File: src/rtl/itmr_pkg.sv
package itmr_pkg;
  localparam int unsigned REG_W   = 32;
  localparam int unsigned B_RUN   = 0;
  localparam int unsigned B_COPY  = 4;
  localparam int unsigned B_STEP  = 5;
  localparam int unsigned B_IE    = 6;
  localparam int unsigned B_DONE  = 7;
  localparam int unsigned B_ERR   = 31;

  typedef enum logic [1:0] {
    SEL_CTRL   = 2'd0,
    SEL_COUNT  = 2'd1,
    SEL_RELOAD = 2'd2,
    SEL_NONE   = 2'd3
  } itmr_sel_e;
endpackage

File: src/rtl/itmr_count.sv
module itmr_count #(
  parameter int unsigned CNT_W = 32
) (
  input  logic             clk,
  input  logic             rst_n,
  input  logic             copy_i,
  input  logic             adv_i,
  input  logic [CNT_W-1:0] reload_i,
  output logic [CNT_W-1:0] cnt_o,
  output logic             ovf_o
);
  // carry-out in the top bit, next value below it
  function automatic logic [CNT_W:0] bump(input logic [CNT_W-1:0] v);
    return {1'b0, v} + (CNT_W+1)'(1);
  endfunction

  logic [CNT_W-1:0] cnt_q, base, nxt;
  logic [CNT_W:0]   sum;

  always_comb begin
    base  = copy_i ? reload_i : cnt_q;
    sum   = bump(base);
    ovf_o = adv_i & sum[CNT_W];
    if (!adv_i)          nxt = base;
    else if (sum[CNT_W]) nxt = reload_i;
    else                 nxt = sum[CNT_W-1:0];
  end

  always_ff @(posedge clk) begin
    if (!rst_n) cnt_q <= '0;
    else        cnt_q <= nxt;
  end

  assign cnt_o = cnt_q;
endmodule

File: src/rtl/itmr_csr.sv
module itmr_csr
  import itmr_pkg::*;
(
  input  logic             clk,
  input  logic             rst_n,
  input  logic             ctrl_wr_i,
  input  logic [REG_W-1:0] wdata_i,
  input  logic             ovf_i,
  output logic             run_o,
  output logic             ie_o,
  output logic             done_o,
  output logic             err_o,
  output logic             irq_o
);
  logic run_q, ie_q, done_q, err_q, irq_q;
  logic run_n, ie_n, done_n, err_n, irq_n, irq_set;

  always_comb begin
    run_n  = run_q;
    ie_n   = ie_q;
    done_n = done_q;
    err_n  = err_q;
    if (ctrl_wr_i) begin
      if (wdata_i[B_DONE]) done_n = 1'b0;
      if (wdata_i[B_ERR])  err_n  = 1'b0;
      ie_n  = wdata_i[B_IE];
      run_n = wdata_i[B_RUN];
    end
    if (ovf_i) begin
      if (done_n) err_n  = 1'b1;
      else        done_n = 1'b1;
    end
    irq_set = ovf_i & ie_n;
    if (ctrl_wr_i)  irq_n = (irq_q | irq_set) & done_n & ie_n;
    else if (ovf_i) irq_n = ie_n;
    else            irq_n = irq_q;
  end

  always_ff @(posedge clk) begin
    if (!rst_n) begin
      run_q <= 1'b0; ie_q <= 1'b0; done_q <= 1'b0; err_q <= 1'b0; irq_q <= 1'b0;
    end else begin
      run_q <= run_n; ie_q <= ie_n; done_q <= done_n; err_q <= err_n; irq_q <= irq_n;
    end
  end

  assign run_o  = run_q;
  assign ie_o   = ie_q;
  assign done_o = done_q;
  assign err_o  = err_q;
  assign irq_o  = irq_q;
endmodule

File: src/rtl/itmr.sv
module itmr
  import itmr_pkg::*;
#(
  parameter int unsigned CNT_W = 32
) (
  input  logic        clk,
  input  logic        rst_n,
  input  logic        tick_i,
  input  logic [1:0]  sel_i,
  input  logic        wr_i,
  input  logic [31:0] wdata_i,
  output logic [31:0] rdata_o,
  output logic        irq_o
);
  localparam int unsigned PAD_W = REG_W - CNT_W;

  logic             ctrl_wr, copy_evt, step_evt, tick_evt, adv_evt, ovf_evt;
  logic             run, ie, done, err;
  logic [REG_W-1:0] reload_q;
  logic [CNT_W-1:0] cnt, reload_lo;

  assign ctrl_wr   = wr_i && (sel_i == SEL_CTRL);
  assign copy_evt  = ctrl_wr && wdata_i[B_COPY];
  assign step_evt  = ctrl_wr && wdata_i[B_STEP] && !wdata_i[B_RUN];
  assign tick_evt  = tick_i && run && !ctrl_wr;
  assign adv_evt   = step_evt || tick_evt;
  assign reload_lo = reload_q[CNT_W-1:0];

  always_ff @(posedge clk) begin
    if (!rst_n)                               reload_q <= '0;
    else if (wr_i && (sel_i == SEL_RELOAD))   reload_q <= wdata_i;
  end

  itmr_count #(.CNT_W(CNT_W)) u_count (
    .clk      (clk),
    .rst_n    (rst_n),
    .copy_i   (copy_evt),
    .adv_i    (adv_evt),
    .reload_i (reload_lo),
    .cnt_o    (cnt),
    .ovf_o    (ovf_evt)
  );

  itmr_csr u_csr (
    .clk       (clk),
    .rst_n     (rst_n),
    .ctrl_wr_i (ctrl_wr),
    .wdata_i   (wdata_i),
    .ovf_i     (ovf_evt),
    .run_o     (run),
    .ie_o      (ie),
    .done_o    (done),
    .err_o     (err),
    .irq_o     (irq_o)
  );

  always_comb begin
    rdata_o = '0;
    case (sel_i)
      SEL_CTRL: begin
        rdata_o[B_RUN]  = run;
        rdata_o[B_IE]   = ie;
        rdata_o[B_DONE] = done;
        rdata_o[B_ERR]  = err;
      end
      SEL_COUNT:  rdata_o = {{PAD_W{1'b0}}, cnt} | '0;
      SEL_RELOAD: rdata_o = reload_q;
      default:    rdata_o = '0;
    endcase
  end
endmodule

File: config.mk
export PLATFORM = sky130hd
export DESIGN_NAME = itmr
export DESIGN_NICKNAME = d
export VERILOG_FILES = /design/src/rtl/itmr_pkg.sv /design/src/rtl/itmr_count.sv /design/src/rtl/itmr_csr.sv /design/src/rtl/itmr.sv
export SDC_FILE = /design/constraint.sdc
export NUM_CORES = 1
export LEC_CHECK = 0
export BUFFER_PORTS_ARGS = -buffer_cell sky130_fd_sc_hd__buf_4
export CAP_MARGIN = 30
export CELL_PAD_IN_SITES_DETAIL_PLACEMENT = 0
export CELL_PAD_IN_SITES_GLOBAL_PLACEMENT = 1
export CORE_AREA = 2 2 107 109
export CTS_CLUSTER_SIZE = 16
export DETAILED_ROUTE_END_ITERATION = 10
export DIE_AREA = 0 0 109 111
export PLACE_DENSITY_LB_ADDON = 0.1
export SYNTH_ARGS = -nofsm -noshare
export SYNTH_HDL_FRONTEND = slang
export SYNTH_HIERARCHICAL = 1
export SYNTH_SLANG_ARGS = --single-unit
File: constraint.sdc
create_clock -name clk -period 7.6 [get_ports clk]
set_input_delay 0 -clock clk [delete_from_list [all_inputs] [get_ports clk]]
set_output_delay 0 -clock clk [all_outputs]
set_load 0.005 [all_outputs]
## Word-level counts from Yosys, hierarchy flattened

Cells that the tools add are included.

| word-level totals | value |
|---|---|
| flip-flop bits (word level) | 69 |
| bits of input ports | 38 |
| output and inout port bits | 33 |
| word-level logic and storage cells | 45 |

| operators by class | value |
|---|---|
| $add $sub $neg | 1 |
| equal/unequal tests | 2 |
| mux-type cells | 18 |
| bitwise operators | 5 |
| reductions and logical operators | 12 |

Operators with widths:

| cell | count |
|---|---|
| $mux 32 | 3 |
| $pmux 23 s2 | 1 |
| $add 32x1->33 const B | 1 |
| $mux 1 | 10 |
| $pmux 5 s2 | 1 |
| $logic_and 1x1->1 | 7 |
| $pmux 1 s3 | 2 |
| $pmux 2 s3 | 1 |
| $and 1x1->1 | 4 |
| $eq 2x1->1 const B | 1 |
| $eq 2x2->1 const B | 1 |
| $logic_not 1->1 | 2 |
| $logic_not 2->1 | 1 |
| $reduce_bool 2->1 | 1 |
| $logic_or 1x1->1 | 1 |
| $or 1x1->1 | 1 |

## Depth between registers and ports, before layout

Gate-level depths: netlist of run 1.

| depth | value |
|---|---|
| depth in word-level cells | 11 |
| mapped depth | 15 |
| gate-level depth less buffers | 12 |

## Modules after synthesis

Netlist of run 1, hierarchy kept.

Modules (own cells, without submodules):

| module | instances | cells each | area an instance (sq um) | seq. area each (sq um) |
|---|---|---|---|---|
| itmr_count | 1 | 375 | 2854.0 | 640.6 |
| itmr | 1 | 228 | 1969.4 | 640.6 |
| itmr_csr | 1 | 22 | 205.2 | 100.1 |

## Worst setup path after synthesis of run 1

OpenSTA, ideal clock, no wires.

| timing | value |
|---|---|
| path type | input-to-reg |
| start | in wr_i |
| end | reg u_count.cnt_q[31] (netlist: u_count/cnt_o[31]) |
| setup time | 0.120 ns |
| arrival | 2.511 ns |
| setup slack | 4.969 ns |
| stages on the path | 11 |
| path buffers | 4 |
| cells stage by stage | buf_2 -> buf_2 -> and3_1 -> buf_6 -> buf_6 -> nand3b_4 -> a222oi_1 -> nand4_2 -> or4b_4 -> nor3b_1 -> o31a_1 |

| on the way | value |
|---|---|
| word-level cells in the longest chain between the ends | 6 |

Ends and longest elaborated chain:

| item | line | source |
|---|---|---|
| start: declaration | itmr.sv:10 | `input logic wr_i,` |
| $logic_and 1x1->1 * | itmr.sv:22 | `assign ctrl_wr = wr_i && (sel_i == SEL_CTRL);` |
| $logic_and 1x1->1 * | itmr.sv:23 | `assign copy_evt = ctrl_wr && wdata_i[B_COPY];` |
| net copy_evt | itmr.sv:17 | `logic ctrl_wr, copy_evt, step_evt, tick_evt, adv_evt, ovf_evt;` |
| $mux 32 * | itmr_count.sv:21 | `base = copy_i ? reload_i : cnt_q;` |
| $add 32x1->33 | itmr_count.sv:14 | `return {1'b0, v} + (CNT_W+1)'(1);` |
| $mux 32 | itmr_count.sv:25 | `else if (sum[CNT_W]) nxt = reload_i;` |
| $mux 32 * | itmr_count.sv:24 | `if (!adv_i) nxt = base;` |
| end signal: assignment | itmr_count.sv:31 | `else cnt_q <= nxt;` |
| end: declaration | itmr_count.sv:17 | `logic [CNT_W-1:0] cnt_q, base, nxt;` |

The timed path passes the listed nets; every way through them passes the cells marked *.
A chain may end at the register's enable or synchronous reset.

## Final worst setup path of run 1

| timing | value |
|---|---|
| start | in wr_i |
| end | reg u_count.cnt_q[25] (netlist: u_count/cnt_o[25]) |

The elaborated chain is that of the path after synthesis.

==> results of run 1 <==
-- routing by layer --
layer  vias to the layer above  routed length [microns]  global-route usage  part of all wire
met1                      2526                     7030               0.367              0.44
met3                        25                      953              0.0359             0.060
met2                       191                     7660               0.436              0.48
met5                         -                        0                   0                 0
li1                       2441                        -                   -                 -
met4                         0                      325              0.0940             0.020
-- worst max-delay path by stage --
stage,startpoint,endpoint,slack [ns],cells past startpoint
after floorplan,wr_i,u_count/cnt_o[31],4.97,11
after global placement,wr_i,u_count/cnt_o[25],3.70,9
after detailed placement,wr_i,u_count/cnt_o[25],3.60,9
after CTS,wr_i,u_count/cnt_o[25],3.93,9
after global routing,wr_i,u_count/cnt_o[25],3.54,9
final,wr_i,u_count/cnt_o[25],3.84,9
-- critical path, stage by stage --
cell      delay [ns]
buf_4           0.44
and3_2          0.92
buf_4           0.51
mux2_2          0.26
and3_1          0.38
nand4_2         0.29
nor4b_1         0.55
mux2_2          0.39
a221oi_1        0.23
-- Yosys cell counts (16+ instances only) --
cell type	count
dfxtp_1	69
nand2_1	48
and3_1	35
nor2b_1	35
o21a_1	34
a21oi_1	33
a22oi_1	32
nand3_1	32
clkbuf_1	30
a21boi_0	28
mux2i_1	25
nor2_1	16
-- sequential cells by signal (all words and copies together) (netlist names) --
| register | flops |
|---|---|
| u_csr/ie_o | 1 |
| reload_lo | 32 |
| u_count/cnt_o | 32 |
| u_csr/irq_o | 1 |
| u_csr/err_o | 1 |
| u_csr/done_o | 1 |
| u_csr/run_o | 1 |
-- layout make-up --
type                    instances  area share
clock inverters                 6      0.0147
repair buffers                 87       0.114
multi-input cells             493       0.564
well taps                     143      0.0299
inverters                      13     0.00816
clock buffers                  10      0.0383
flip-flops and latches         69       0.231
-- where the power goes --
group / total [mW] / switching, mW / leakage (nW) / internal, mW
Combinational: 0.102 / 0.0542 / 1.46 / 0.0481
Sequential: 0.387 / 0.0156 / 0.559 / 0.372
Clock: 0.456 / 0.169 / 0.145 / 0.287
-- stage by stage --
| step | util | worst slack (ns) |
|---|---|---|
| global route | 0.540 | 3.54 |
| floorplan | - | 4.97 |
| CTS | 0.540 | 3.93 |
| global placement | 0.501 | 3.70 |
| detailed placement | 0.501 | 3.60 |
| finish | 0.540 | 3.84 |
-- cells in the final DEF, fill, tap and decap left out, drive strengths merged, types with 18 or more instances in the layout --
cell    netlist  layout
a21boi       33      33
o21ai        18      18
dfxtp        69      69
nand2        48      48
o21a         34      34
mux2i        25      25
a21oi        33      33
nor2b        35      35
buf          19      76
and3         35      35
a22oi        33      33
nand3        33      33
-- logic make-up after synthesis --
group	synth area share
AO/OA/AOI/OAI	0.279
XOR/XNOR	0.0209
adder cells (fa/ha/maj)	0.0124
buffers and inverters	0.0577
flip-flops	0.275
multiplexers	0.0878
AND/OR/NAND/NOR	0.267
==> reports/results.ini, run 1 <==
[place]
dp.cells=794
place_congestion=0.911
dpl.hpwl_microns=10500
portBuffers=70
dpl_cell_area_sq_um=5550

[worst_setup_path]
criticalPathCategory=primary input to flip-flop
path_max_fanout=67
cp-start-kind=primary input
r2r_start=reload_lo[21]
cp.required_ns=7.85
rrSetupSlack_ns=4.58
cp_data_arrival_time_ns=4.01
r2r-end=u_count/cnt_o[3]
ff2ff_path_depth=7
worst_setup_path_end_kind=flip-flop

[pwr]
peakVddDrop_uv=104
p_leak_nw=2.16
power_density_nw_per_um2=158
total_power_mw=0.945

[grt]
antenna_found_initial=0
grt_max_degree=97
grt_pass1_vias=4956
grt-ovfl-total=0
grt_first_pass_wirelength_microns=25800
grt_usage=0.270

[hold_path]
holdPathStages=3
hp-class=primary input to flip-flop
min_from=wdata_i[10]
whs_endpoint=reload_lo[10]

[layout]
finalInstanceArea_sq_um=5980
regArea_sq_um=1380
layout-drive-gt1-share=0.171
nets=716
fillers=1052
diodes=0
area.growth.synth_to_final_pct=18.9
final_cells=821
multi_input_area_sq_um=3370

[clock_network]
cts_tree=done
cts_sinks=69
clock_latency_ns=0.34
h-tree-depth=3
cts_hold_buffers=11
cts.clk_slew.worst_paths_ns=0.06
ctsResizeCount=0
cts_setup_buffers=0
cts_buffers=9
cts-root-buf=clkbuf_16
cts_max_path_buffers=2

[detailed_routing]
first_pass_iters=6
via_per_inst=6.31
routed_wl_microns=16000
drtIter0Drc=414
vias=5183
drcViolationCount=0
wl_per_cell_microns=19.5
postRouteAntennaNets=0

[timing]
hold_viol_final=1
tns_ns=0
rsz0062_at_grt=no
setup_violations=0
max_slew_margin=0.365
fmax_ghz=0.266
drv_slew=0
fin_crit_sh=0.495
period_needed_ns=3.76
finClkSkew_ns=0.00706
whs_ns=-0.000769
tightest_slew_ns=0.952

[yosys]
ys_seq_area_frac=0.275
ys_warn_count=6
synth_edf_count=0
synthesis.area_sq_um=5030
synthFlopType=dfxtp_1
synth_nets=668
synth_top_area_cell=dfxtp_1
yosys-top-cells-area=dfxtp_1, o21a_1, mux2i_1
ys_seq_elements=69
synthDistinctLibCells=69
syn_inst=625
async_flop_share=0
synth_top_cell_area_share=0.275
syn_area_per_cell_sq_um=8.05

[die]
die_x_microns=109
rows=39
initial_core_util=0.454
fp.dieH_microns=111
io_pins=71
dieArea_sq_um=12100
coreArea_sq_um=11100

[job]
cap_viol_max_count=0

[run_status]
failed_checks=hold timing
status=finished, violations left

Power figures use the tool's default switching activity.
==> run 2, diff against run 1 <==
CORE_AREA = 2 2 117 119   (was 2 2 107 109)
DIE_AREA = 0 0 119 121   (was 0 0 109 111)
clock period = 3.2 ns   (was 7.6 ns; I/O delays follow)
==> run 2 against run 1 <==
  * Final area up 6.0%
  * Non-clock buffer count up 35
  * The run now ends clean
  * Clock skew up 0.0015 ns
  * First-iteration DRC count up 6.3%
  * Die area up 19%
  * Highest routed layer unchanged
  * Count of clock-buffer cells in the layout up 1
  * Power up 150%
  * Sequential power up 140%
  * Via count about the same
  * Critical path depth up 1
  * Combinational power rose to 2.6 times the previous value
  * Worst setup slack worse by 3.4 ns
==> reports/results.ini, run 2 (synthesis gave the netlist of run 1 again) <==
[run_status]
status=finished clean

[clock_network]
clock_latency_ns=0.35
cts_tree=done
cts_sinks=69
cts_max_path_buffers=2
cts.clk_slew.worst_paths_ns=0.06
cts-root-buf=clkbuf_16
cts_buffers=9
h-tree-depth=3

[grt]
grt_first_pass_wirelength_microns=27500
grt_max_degree=67
grt_usage=0.241
antenna_found_initial=0
grt_pass1_vias=5185
grt-ovfl-total=0

[job]
cap_viol_max_count=0

[place]
portBuffers=70
dp.cells=853
dpl.hpwl_microns=11500
place_congestion=0.874
pre_cts_ws_ns=-0.0176

[die]
coreArea_sq_um=13100
rows=42
io_pins=71
fp.dieH_microns=121
initial_core_util=0.384
die_x_microns=119
dieArea_sq_um=14400

[worst_setup_path]
ff2ff_path_depth=6
cp_cell_sequence=buf_4, inv_1, ha_1, and3_2, nand3b_1, a222oi_1, nand4_2, nor4b_1, mux2_2, a221oi_1
worst_setup_path_end_kind=flip-flop
cp-start-kind=primary input
max_stage_delay_ns=0.64
cp_data_arrival_time_ns=3.02
critPathSlowestCell=a222oi_1
criticalPathCategory=primary input to flip-flop
cp.required_ns=3.45
path_max_fanout=25

[detailed_routing]
wl_per_cell_microns=18.8
first_pass_iters=5
via_per_inst=5.84
vias=5185
drtIter0Drc=440
postRouteAntennaNets=0
routed_wl_microns=16700
drcViolationCount=0

[pwr]
power_density_nw_per_um2=369
p_leak_nw=2.35
total_power_mw=2.33
peakVddDrop_uv=355

[timing]
drv_slew=0
tns_ns=0
rsz0062_at_grt=no
fin_crit_sh=0.867
setup_violations=0
tightest_slew_ns=0.870
finClkSkew_ns=0.00859
hold_viol_final=0
worst_slack_ns=0.424
fmax_ghz=0.360
period_needed_ns=2.78
max_slew_margin=0.420

[layout]
final_common_cell=buf_4
fillers=1307
final_cell_mix=buf_4, dfxtp_1, nand2_1
nets=751
diodes=0
area.growth.synth_to_final_pct=26.0
fin_util=0.484
final_cells=888
layout-drive-gt1-share=0.198

[hold_path]
hp-class=primary input to flip-flop
holdPathStages=3

-- run 2: worst paths after layout --
path | endpoint | from | slack [ns]
max | u_count/cnt_o[25] | sel_i[0] | 0.42
min | reload_lo[30] | wdata_i[30] | 0.009
max reg2reg | u_count/cnt_o[25] | reload_lo[11] | 0.51
min reg2reg | u_count/cnt_o[6] | reload_lo[6] | 0.52
-- run 2: where the power goes --
group	total (mW)	switching (mW)	internal [mW]
combinational	0.268	0.137	0.131
sequential	0.918	0.0346	0.883
clock	1.15	0.391	0.758
total	2.33	0.563	1.77
-- run 2: what timing repair did --
item / CTS / global route
buffers inserted: 0 / 0
hold endpoints to repair: 20 / 0
gates resized for setup: 0 / 1
hold buffers: 20 / 0
endpoints found under the setup margin: 0 / 1
-- run 2: through the flow --
step | hold WS [ns] | cell area, sq um
floorplan | 0.118 | 5030
global placement | 0.289 | 5800
detailed placement | 0.296 | 5800
CTS | 0.000363 | 6330
global route | 0.0138 | 6330
finish | 0.00913 | 6330
-- run 2: per-layer routing --
| layer | vias up | share of wire | global-route usage |
|---|---|---|---|
| li1 | 2515 | - | - |
| met1 | 2482 | 0.46 | 0.318 |
| met2 | 160 | 0.46 | 0.392 |
| met3 | 28 | 0.049 | 0.0399 |
| met4 | 0 | 0.026 | 0.0960 |
| met5 | - | 0 | 0 |
-- run 2: layout make-up --
class | instances | area [sq um] | area share
Clock inverter | 4 | 97.6 | 0.0154
Sequential cell | 69 | 1380 | 0.218
Tap cell | 176 | 220 | 0.0348
Multi-Input combinational cell | 493 | 3380 | 0.533
Inverter | 13 | 48.8 | 0.00770
Timing Repair Buffer | 122 | 978 | 0.154
Clock buffer | 11 | 233 | 0.0367
-- run 2: critical path, delay by kind of cell --
kind	cells	cell delay (ns)
AND/OR/NAND/NOR	4	1.38
AO/OA/AOI/OAI	2	0.90
multiplexers	1	0.39
adder cells (fa/ha/maj)	1	0.20
buffers and inverters	2	0.15
